**src/rtl/link_alarm_pkg.sv**
```systemverilog
package link_alarm_pkg;
  localparam int REG_W  = 16;
  localparam int ADDR_W = 3;
  localparam int NSRC   = 3;

  localparam int SEL_RX_CTRL  = 0;
  localparam int SEL_TX_CTRL  = 1;
  localparam int SEL_TOP_CTRL = 2;
  localparam int SEL_RX_STAT  = 3;
  localparam int SEL_TX_STAT  = 4;
  localparam int SEL_TOP_STAT = 5;

  localparam int TOP_LINK  = 0;
  localparam int TOP_TX    = 1;
  localparam int TOP_RX    = 2;
  localparam int TOP_GRANT = 3;
  localparam int TOP_N     = 3;

  // source index -> bit position inside enable/status words
  function automatic int src_bit(input int idx);
    case (idx)
      0:       return 0;
      1:       return 3;
      default: return 4;
    endcase
  endfunction
endpackage

```
**src/rtl/sticky_bits.sv**
```systemverilog
module sticky_bits #(
  parameter int N = 1
) (
  input  logic         clk,
  input  logic         rst_n,
  input  logic [N-1:0] set_i,
  input  logic         clr_i,
  output logic [N-1:0] q_o
);
  logic [N-1:0] q_d;
  logic         q_en;

  always_comb begin
    q_en = clr_i | (|set_i);
    q_d  = set_i | (clr_i ? '0 : q_o);
  end

  always_ff @(posedge clk or negedge rst_n) begin
    if (!rst_n)
      q_o <= '0;
    else if (q_en)
      q_o <= q_d;
  end
endmodule

```
**src/rtl/alarm_bank.sv**
```systemverilog
module alarm_bank
  import link_alarm_pkg::*;
#(
  parameter int W  = REG_W,
  parameter int NS = NSRC
) (
  input  logic          clk,
  input  logic          rst_n,
  input  logic          ctrl_we,
  input  logic [W-1:0]  wdata,
  input  logic          stat_re,
  input  logic [NS-1:0] fault_i,
  output logic [W-1:0]  ctrl_word,
  output logic [W-1:0]  stat_word,
  output logic          summary_o
);
  logic [NS-1:0] en_q;
  logic [NS-1:0] en_d;
  logic [NS-1:0] wr_bits;
  logic [NS-1:0] stat_q;

  always_comb begin
    for (int i = 0; i < NS; i++)
      wr_bits[i] = wdata[src_bit(i)];
    en_d = ctrl_we ? wr_bits : en_q;
  end

  always_ff @(posedge clk or negedge rst_n) begin
    if (!rst_n)
      en_q <= '1;
    else if (ctrl_we)
      en_q <= en_d;
  end

  sticky_bits #(.N(NS)) u_stat (
    .clk   (clk),
    .rst_n (rst_n),
    .set_i (fault_i),
    .clr_i (stat_re),
    .q_o   (stat_q)
  );

  always_comb begin
    ctrl_word = '0;
    stat_word = '0;
    for (int i = 0; i < NS; i++) begin
      ctrl_word[src_bit(i)] = en_q[i];
      stat_word[src_bit(i)] = stat_q[i];
    end
    summary_o = |(en_q & stat_q);
  end
endmodule

```
**src/rtl/link_alarm_irq.sv**
```systemverilog
module link_alarm_irq
  import link_alarm_pkg::*;
#(
  parameter int W  = REG_W,
  parameter int AW = ADDR_W,
  parameter int NS = NSRC
) (
  input  logic          clk,
  input  logic          rst_n,
  input  logic [AW-1:0] reg_sel,
  input  logic          reg_wr,
  input  logic          reg_rd,
  input  logic [W-1:0]  reg_wdata,
  output logic [W-1:0]  reg_rdata,
  input  logic [NS-1:0] rx_fault_i,
  input  logic [NS-1:0] tx_fault_i,
  input  logic          link_alarm_i,
  input  logic          host_grant_i,
  output logic          irq_n_o
);
  logic rst_meta, rst_sync_n;

  always_ff @(posedge clk or negedge rst_n) begin
    if (!rst_n) begin
      rst_meta   <= 1'b0;
      rst_sync_n <= 1'b0;
    end else begin
      rst_meta   <= 1'b1;
      rst_sync_n <= rst_meta;
    end
  end

  logic we_rx, we_tx, we_top, re_rx, re_tx, re_top;

  always_comb begin
    we_rx  = reg_wr && (reg_sel == AW'(SEL_RX_CTRL));
    we_tx  = reg_wr && (reg_sel == AW'(SEL_TX_CTRL));
    we_top = reg_wr && (reg_sel == AW'(SEL_TOP_CTRL));
    re_rx  = reg_rd && (reg_sel == AW'(SEL_RX_STAT));
    re_tx  = reg_rd && (reg_sel == AW'(SEL_TX_STAT));
    re_top = reg_rd && (reg_sel == AW'(SEL_TOP_STAT));
  end

  logic [W-1:0] rx_ctrl_word, rx_stat_word, tx_ctrl_word, tx_stat_word;
  logic         rx_sum, tx_sum;

  alarm_bank #(.W(W), .NS(NS)) u_rx (
    .clk       (clk),
    .rst_n     (rst_sync_n),
    .ctrl_we   (we_rx),
    .wdata     (reg_wdata),
    .stat_re   (re_rx),
    .fault_i   (rx_fault_i),
    .ctrl_word (rx_ctrl_word),
    .stat_word (rx_stat_word),
    .summary_o (rx_sum)
  );

  alarm_bank #(.W(W), .NS(NS)) u_tx (
    .clk       (clk),
    .rst_n     (rst_sync_n),
    .ctrl_we   (we_tx),
    .wdata     (reg_wdata),
    .stat_re   (re_tx),
    .fault_i   (tx_fault_i),
    .ctrl_word (tx_ctrl_word),
    .stat_word (tx_stat_word),
    .summary_o (tx_sum)
  );

  logic [TOP_N-1:0] top_ctrl_q, top_ctrl_d;

  always_comb top_ctrl_d = we_top ? reg_wdata[TOP_N-1:0] : top_ctrl_q;

  always_ff @(posedge clk or negedge rst_sync_n) begin
    if (!rst_sync_n)
      top_ctrl_q <= '0;
    else if (we_top)
      top_ctrl_q <= top_ctrl_d;
  end

  logic link_q;

  sticky_bits #(.N(1)) u_link (
    .clk   (clk),
    .rst_n (rst_sync_n),
    .set_i (link_alarm_i),
    .clr_i (re_top),
    .q_o   (link_q)
  );

  logic [TOP_N-1:0] top_alarm;
  logic [W-1:0]     top_stat_word, top_ctrl_word;

  always_comb begin
    top_alarm           = '0;
    top_alarm[TOP_RX]   = rx_sum;
    top_alarm[TOP_TX]   = tx_sum;
    top_alarm[TOP_LINK] = link_q;
    top_stat_word            = '0;
    top_stat_word[TOP_N-1:0] = top_alarm;
    top_stat_word[TOP_GRANT] = host_grant_i;
    top_ctrl_word            = '0;
    top_ctrl_word[TOP_N-1:0] = top_ctrl_q;
  end

  always_comb begin
    case (reg_sel)
      AW'(SEL_RX_CTRL):  reg_rdata = rx_ctrl_word;
      AW'(SEL_TX_CTRL):  reg_rdata = tx_ctrl_word;
      AW'(SEL_TOP_CTRL): reg_rdata = top_ctrl_word;
      AW'(SEL_RX_STAT):  reg_rdata = rx_stat_word;
      AW'(SEL_TX_STAT):  reg_rdata = tx_stat_word;
      AW'(SEL_TOP_STAT): reg_rdata = top_stat_word;
      default:           reg_rdata = '0;
    endcase
  end

  assign irq_n_o = ~|(top_alarm & top_ctrl_q);
endmodule

```
**config.mk**
```make
export PLATFORM = sky130hd
export DESIGN_NAME = link_alarm_irq
export DESIGN_NICKNAME = d
export VERILOG_FILES = /design/src/rtl/link_alarm_pkg.sv /design/src/rtl/sticky_bits.sv /design/src/rtl/alarm_bank.sv /design/src/rtl/link_alarm_irq.sv
export SDC_FILE = /design/constraint.sdc
export NUM_CORES = 1
export LEC_CHECK = 0
export ABC_AREA = 1
export BUFFER_PORTS_ARGS = -buffer_cell sky130_fd_sc_hd__buf_4
export CAP_MARGIN = 25
export CORE_MARGIN = 2
export CORE_UTILIZATION = 40
export DETAILED_ROUTE_END_ITERATION = 8
export GPL_TIMING_DRIVEN = 0
export PLACE_DENSITY = 0.74
export SLEW_MARGIN = 10
export SYNTH_ARGS = -nofsm -noshare
export SYNTH_HDL_FRONTEND = slang
export SYNTH_SLANG_ARGS = --single-unit
```
**constraint.sdc**
```tcl
create_clock -name clk -period 1.8 [get_ports clk]
set_input_delay 0.54 -clock clk [delete_from_list [all_inputs] [get_ports clk]]
set_output_delay 0.54 -clock clk [all_outputs]
set_load 0.005 [all_outputs]
```
==> metrics.md <==
| Metric | Value |
|---|---|
| Count leader, synth | `nand2_1` |
| Drt wl/cell | `10.45 um` |
| Worst skew pair latency | `280 ps` |
| Hold Path Class | `input port to async pin` |
| R2R Path End | `u_rx.en_q[0]` |
| CP bufs+invs | `1` |
| Final Hold Viols | `0` |
| Crit path to | `irq_n_o` |
| Syn_area_per_cell | `7.552 sq um` |
| Clock power share | `19.3%` |
| Final setup fails | `0` |
| # clock sinks | `18` |
| DP HPWL | `1.694 mm` |
| Sequential-to-total area share from yosys stat | `43.31%` |
| Starting Density | `42.29%` |
| Initial antenna violation count | `0` |
| Status | `finished clean` |
| Post-Synthesis Cells | `140` |
| Fin crit period | `1799 ps` |
| Worst clock skew | `5.444 ps` |
| Post-Syn Area | `0.001057 sq mm` |
| Drt total wl | `2.185 mm` |
| First-pass GRT wire length | `3.815 mm` |
| Root buffer cell | `clkbuf_4` |
| Fill count | `238` |
| CP cell instances | `nand2_2 > nand3_2 > nand2_2 > nand2_2 > nor2_2 > buf_4` |
| Port bufs | `23` |
| Reg2Reg Setup Slack | `950 ps` |
| Post-synth EDFFs | `0` |
| CTS tree | `built` |
| CP startpoint | `u_tx.en_q[1]` |
| Post-synthesis sequential element count | `18` |
| Unique masters post-synth | `17` |
| CP Depth | `6` |
| Commonest cells post-synth | `38 x nand2_1, 20 x inv_1, 12 x dfrtp_1, 12 x nand3_1, 12 x nor2_1` |
| Slew @ Worst Pin | `643.6 ps` |
| Ys flop type | `dfrtp_1` |
| Slew Limit Fails | `0` |
| Tot GR Track Use | `15.07%` |
| Maxcap violations | `0` |
| Synth top area share | `28.40%` |
| WP data arrival | `1260 ps` |
| RSZ-0062 raised after global routing | `yes` |
| ANT cells | `0` |
| R2r worst-path depth | `3` |
| Vias | `956` |
| Layout cell share with drive strength beyond 1 | `41.90%` |
| Flop pwr share | `53.2%` |
| Internal cell power | `687.9 uW` |
| YS warnings | `0` |
| Leakage dissipation | `0.8050 nW` |
| Fin nets | `212` |
| Largest net degree at the start of global routing | `17` |
| Max_slew headroom | `57.09%` |
| Crit-path max cell delay | `570 ps` |
| Post-synth ARST share | `100.0%` |
| Ports | `48` |
| NetSw | `290.6 uW` |
| Final Wtd Congestion | `0.9381` |
| Clock slew seen by the registers of the worst setup and hold paths | `100 ps` |
| CP top delay family | `flip-flops` |
| Iteration-0 DRC Markers | `30` |
| Fmax | `555.8 MHz` |
| Core Rows | `18` |
| Peak VDD IR | `0.4396 mV` |
| Dominant cells by area after synthesis | `dfrtp_1 28%, dfstp_2 15%, nand2_1 13%, buf_4 7.8%, inv_1 7.1%` |
| Htree depth | `1` |
| Die Footprint | `0.003070 sq mm` |
| Core area | `0.002500 sq mm` |
| Post-route DRC | `0` |
| Slowest cell on crit path | `dfstp_2` |
| Die height | `55.41 um` |
| Clock Path Buffers | `2` |
| Final period utilization | `99.95%` |
| Switch share | `29.70%` |
| CP Launch Type | `flip-flop` |
| Setup TNS | `0 ps` |
| Final ANT Viol Nets | `0` |
| Vias in the first global route | `928` |
| Area grow syn2layout | `33.96%` |
| First-pass DRT Iterations | `4` |
| Avg Vias per Cell | `4.574` |
| Worst path most repeated cell | `nand2_2` |
| Largest area contributor in the netlist | `dfrtp_1` |
| TritonCTS Buffers | `3` |
| Combinational Power Share | `27.5%` |
| RR Startpoint | `u_rx.en_q[0]` |
| Critical Path End Type | `output pin` |
| Total grt overflow | `0` |
| Setup CP Type | `flip-flop to output pin` |
| PD cells | `690.8 mW/mm^2` |
| Final core occ | `56.66%` |
| CP max FO | `3` |
| Worst path required time | `1260 ps` |
| Die X | `55.41 um` |
sequential cells by signal, indices dropped and copies added (netlist names):
| name | flops |
|---|---|
| rst_meta | 1 |
| u_tx.en_q | 3 |
| top_ctrl_q | 3 |
| u_tx.u_stat.q_o | 3 |
| rst_sync_n | 1 |
| u_rx.en_q | 3 |
| u_rx.u_stat.q_o | 3 |
| u_link.q_o | 1 |
worst reg2reg max path, stage by stage (launching register included):
cell     delay, ps
dfstp_2        560
buf_4          110
nand2_1         50
o21ai_0         70
metrics by stage:
step / cell area (sq um) / worst slack (ps) / cells / total power [mW] / hold slack [ps]
after floorplan: 1095 / 155.0 / 150 / 0.6501 / 195.2
after global placement: 1305 / -56.56 / 203 / 0.7409 / 267.1
after detailed placement: 1305 / -61.93 / 203 / 0.7464 / 287.2
after CTS: 1355 / 3.254 / 207 / 0.9500 / 13.24
after global routing: 1416 / -69.41 / 209 / 1.047 / 4.116
final: 1416 / 0.9295 / 209 / 0.9784 / 22.37
cell type report:
| class | count | area, sq um | area share (%) |
|---|---|---|---|
| clock buffer | 3 | 22.52 | 1.590 |
| multi-input combinational | 97 | 504.2 | 35.60 |
| sequential | 18 | 457.9 | 32.33 |
| timing repair buffer | 26 | 198.9 | 14.05 |
| buffer | 13 | 105.1 | 7.421 |
| tap | 30 | 37.54 | 2.650 |
| inverter | 22 | 90.09 | 6.360 |
power groups by stage:
stage	Combinational (mW)	Sequential [mW]	Clock (mW)
final	0.269	0.521	0.189
after global placement	0.223	0.518	0
after CTS	0.239	0.514	0.198
after detailed placement	0.226	0.520	0
after floorplan	0.145	0.505	0
after global routing	0.305	0.529	0.214
cell usage in the layout, fill, tap and decap left out, types with 2 or more instances in the layout:
cell      Yosys  layout
buf_6         2       3
buf_4        11      36
inv_2         2       4
o21ai_1       2       2
clkbuf_4      0       3
dfstp_2       6       6
dfrtp_1      12      12
nand4_1       4       4
inv_1        20      16
nand2_2       3      13
o21bai_1      6       6
nor2_2        0       3
o21ai_0       6       6
nand3_2       0       2
nand2_1      38      28
nor2_1       12       9
nand3_1      12       9
conb_1        2      12
cell families after synthesis:
| group | after synthesis | synth area share (%) |
|---|---|---|
| AO/OA/AOI/OAI | 14 | 8.047 |
| flip-flops | 18 | 43.31 |
| AND/OR/NAND/NOR | 71 | 30.18 |
| other | 2 | 0.7103 |
| buffers and inverters | 35 | 17.75 |
layer usage:
layer | share of wire (%) | vias to the layer above | GRT usage [%]
li1 | - | 489 | -
met3 | 7.6 | 2 | 2.576
met2 | 49 | 38 | 25.00
met4 | 0.55 | 0 | 4.181
met5 | 0 | - | 0
met1 | 43 | 427 | 20.18
worst min-delay path by stage:
stage | startpoint | to
6_report | rst_n | rst_sync_n
5_1_grt | rst_n | rst_meta
4_1_cts | rst_n | rst_meta
3_5_place_dp | rst_sync_n | top_ctrl_q[2]
3_3_place_gp | rst_sync_n | top_ctrl_q[1]
2_1_floorplan | rst_sync_n | top_ctrl_q[0]
what timing repair did:
item                       in CTS  in global routing
resized for setup               6                 19
pin swaps                       2                 18
setup endpoints to repair       3                  6
gates cloned                    0                  0
hold buffers                    0                  0
buffers inserted                1                  2
Power figures use the tool's default switching activity.
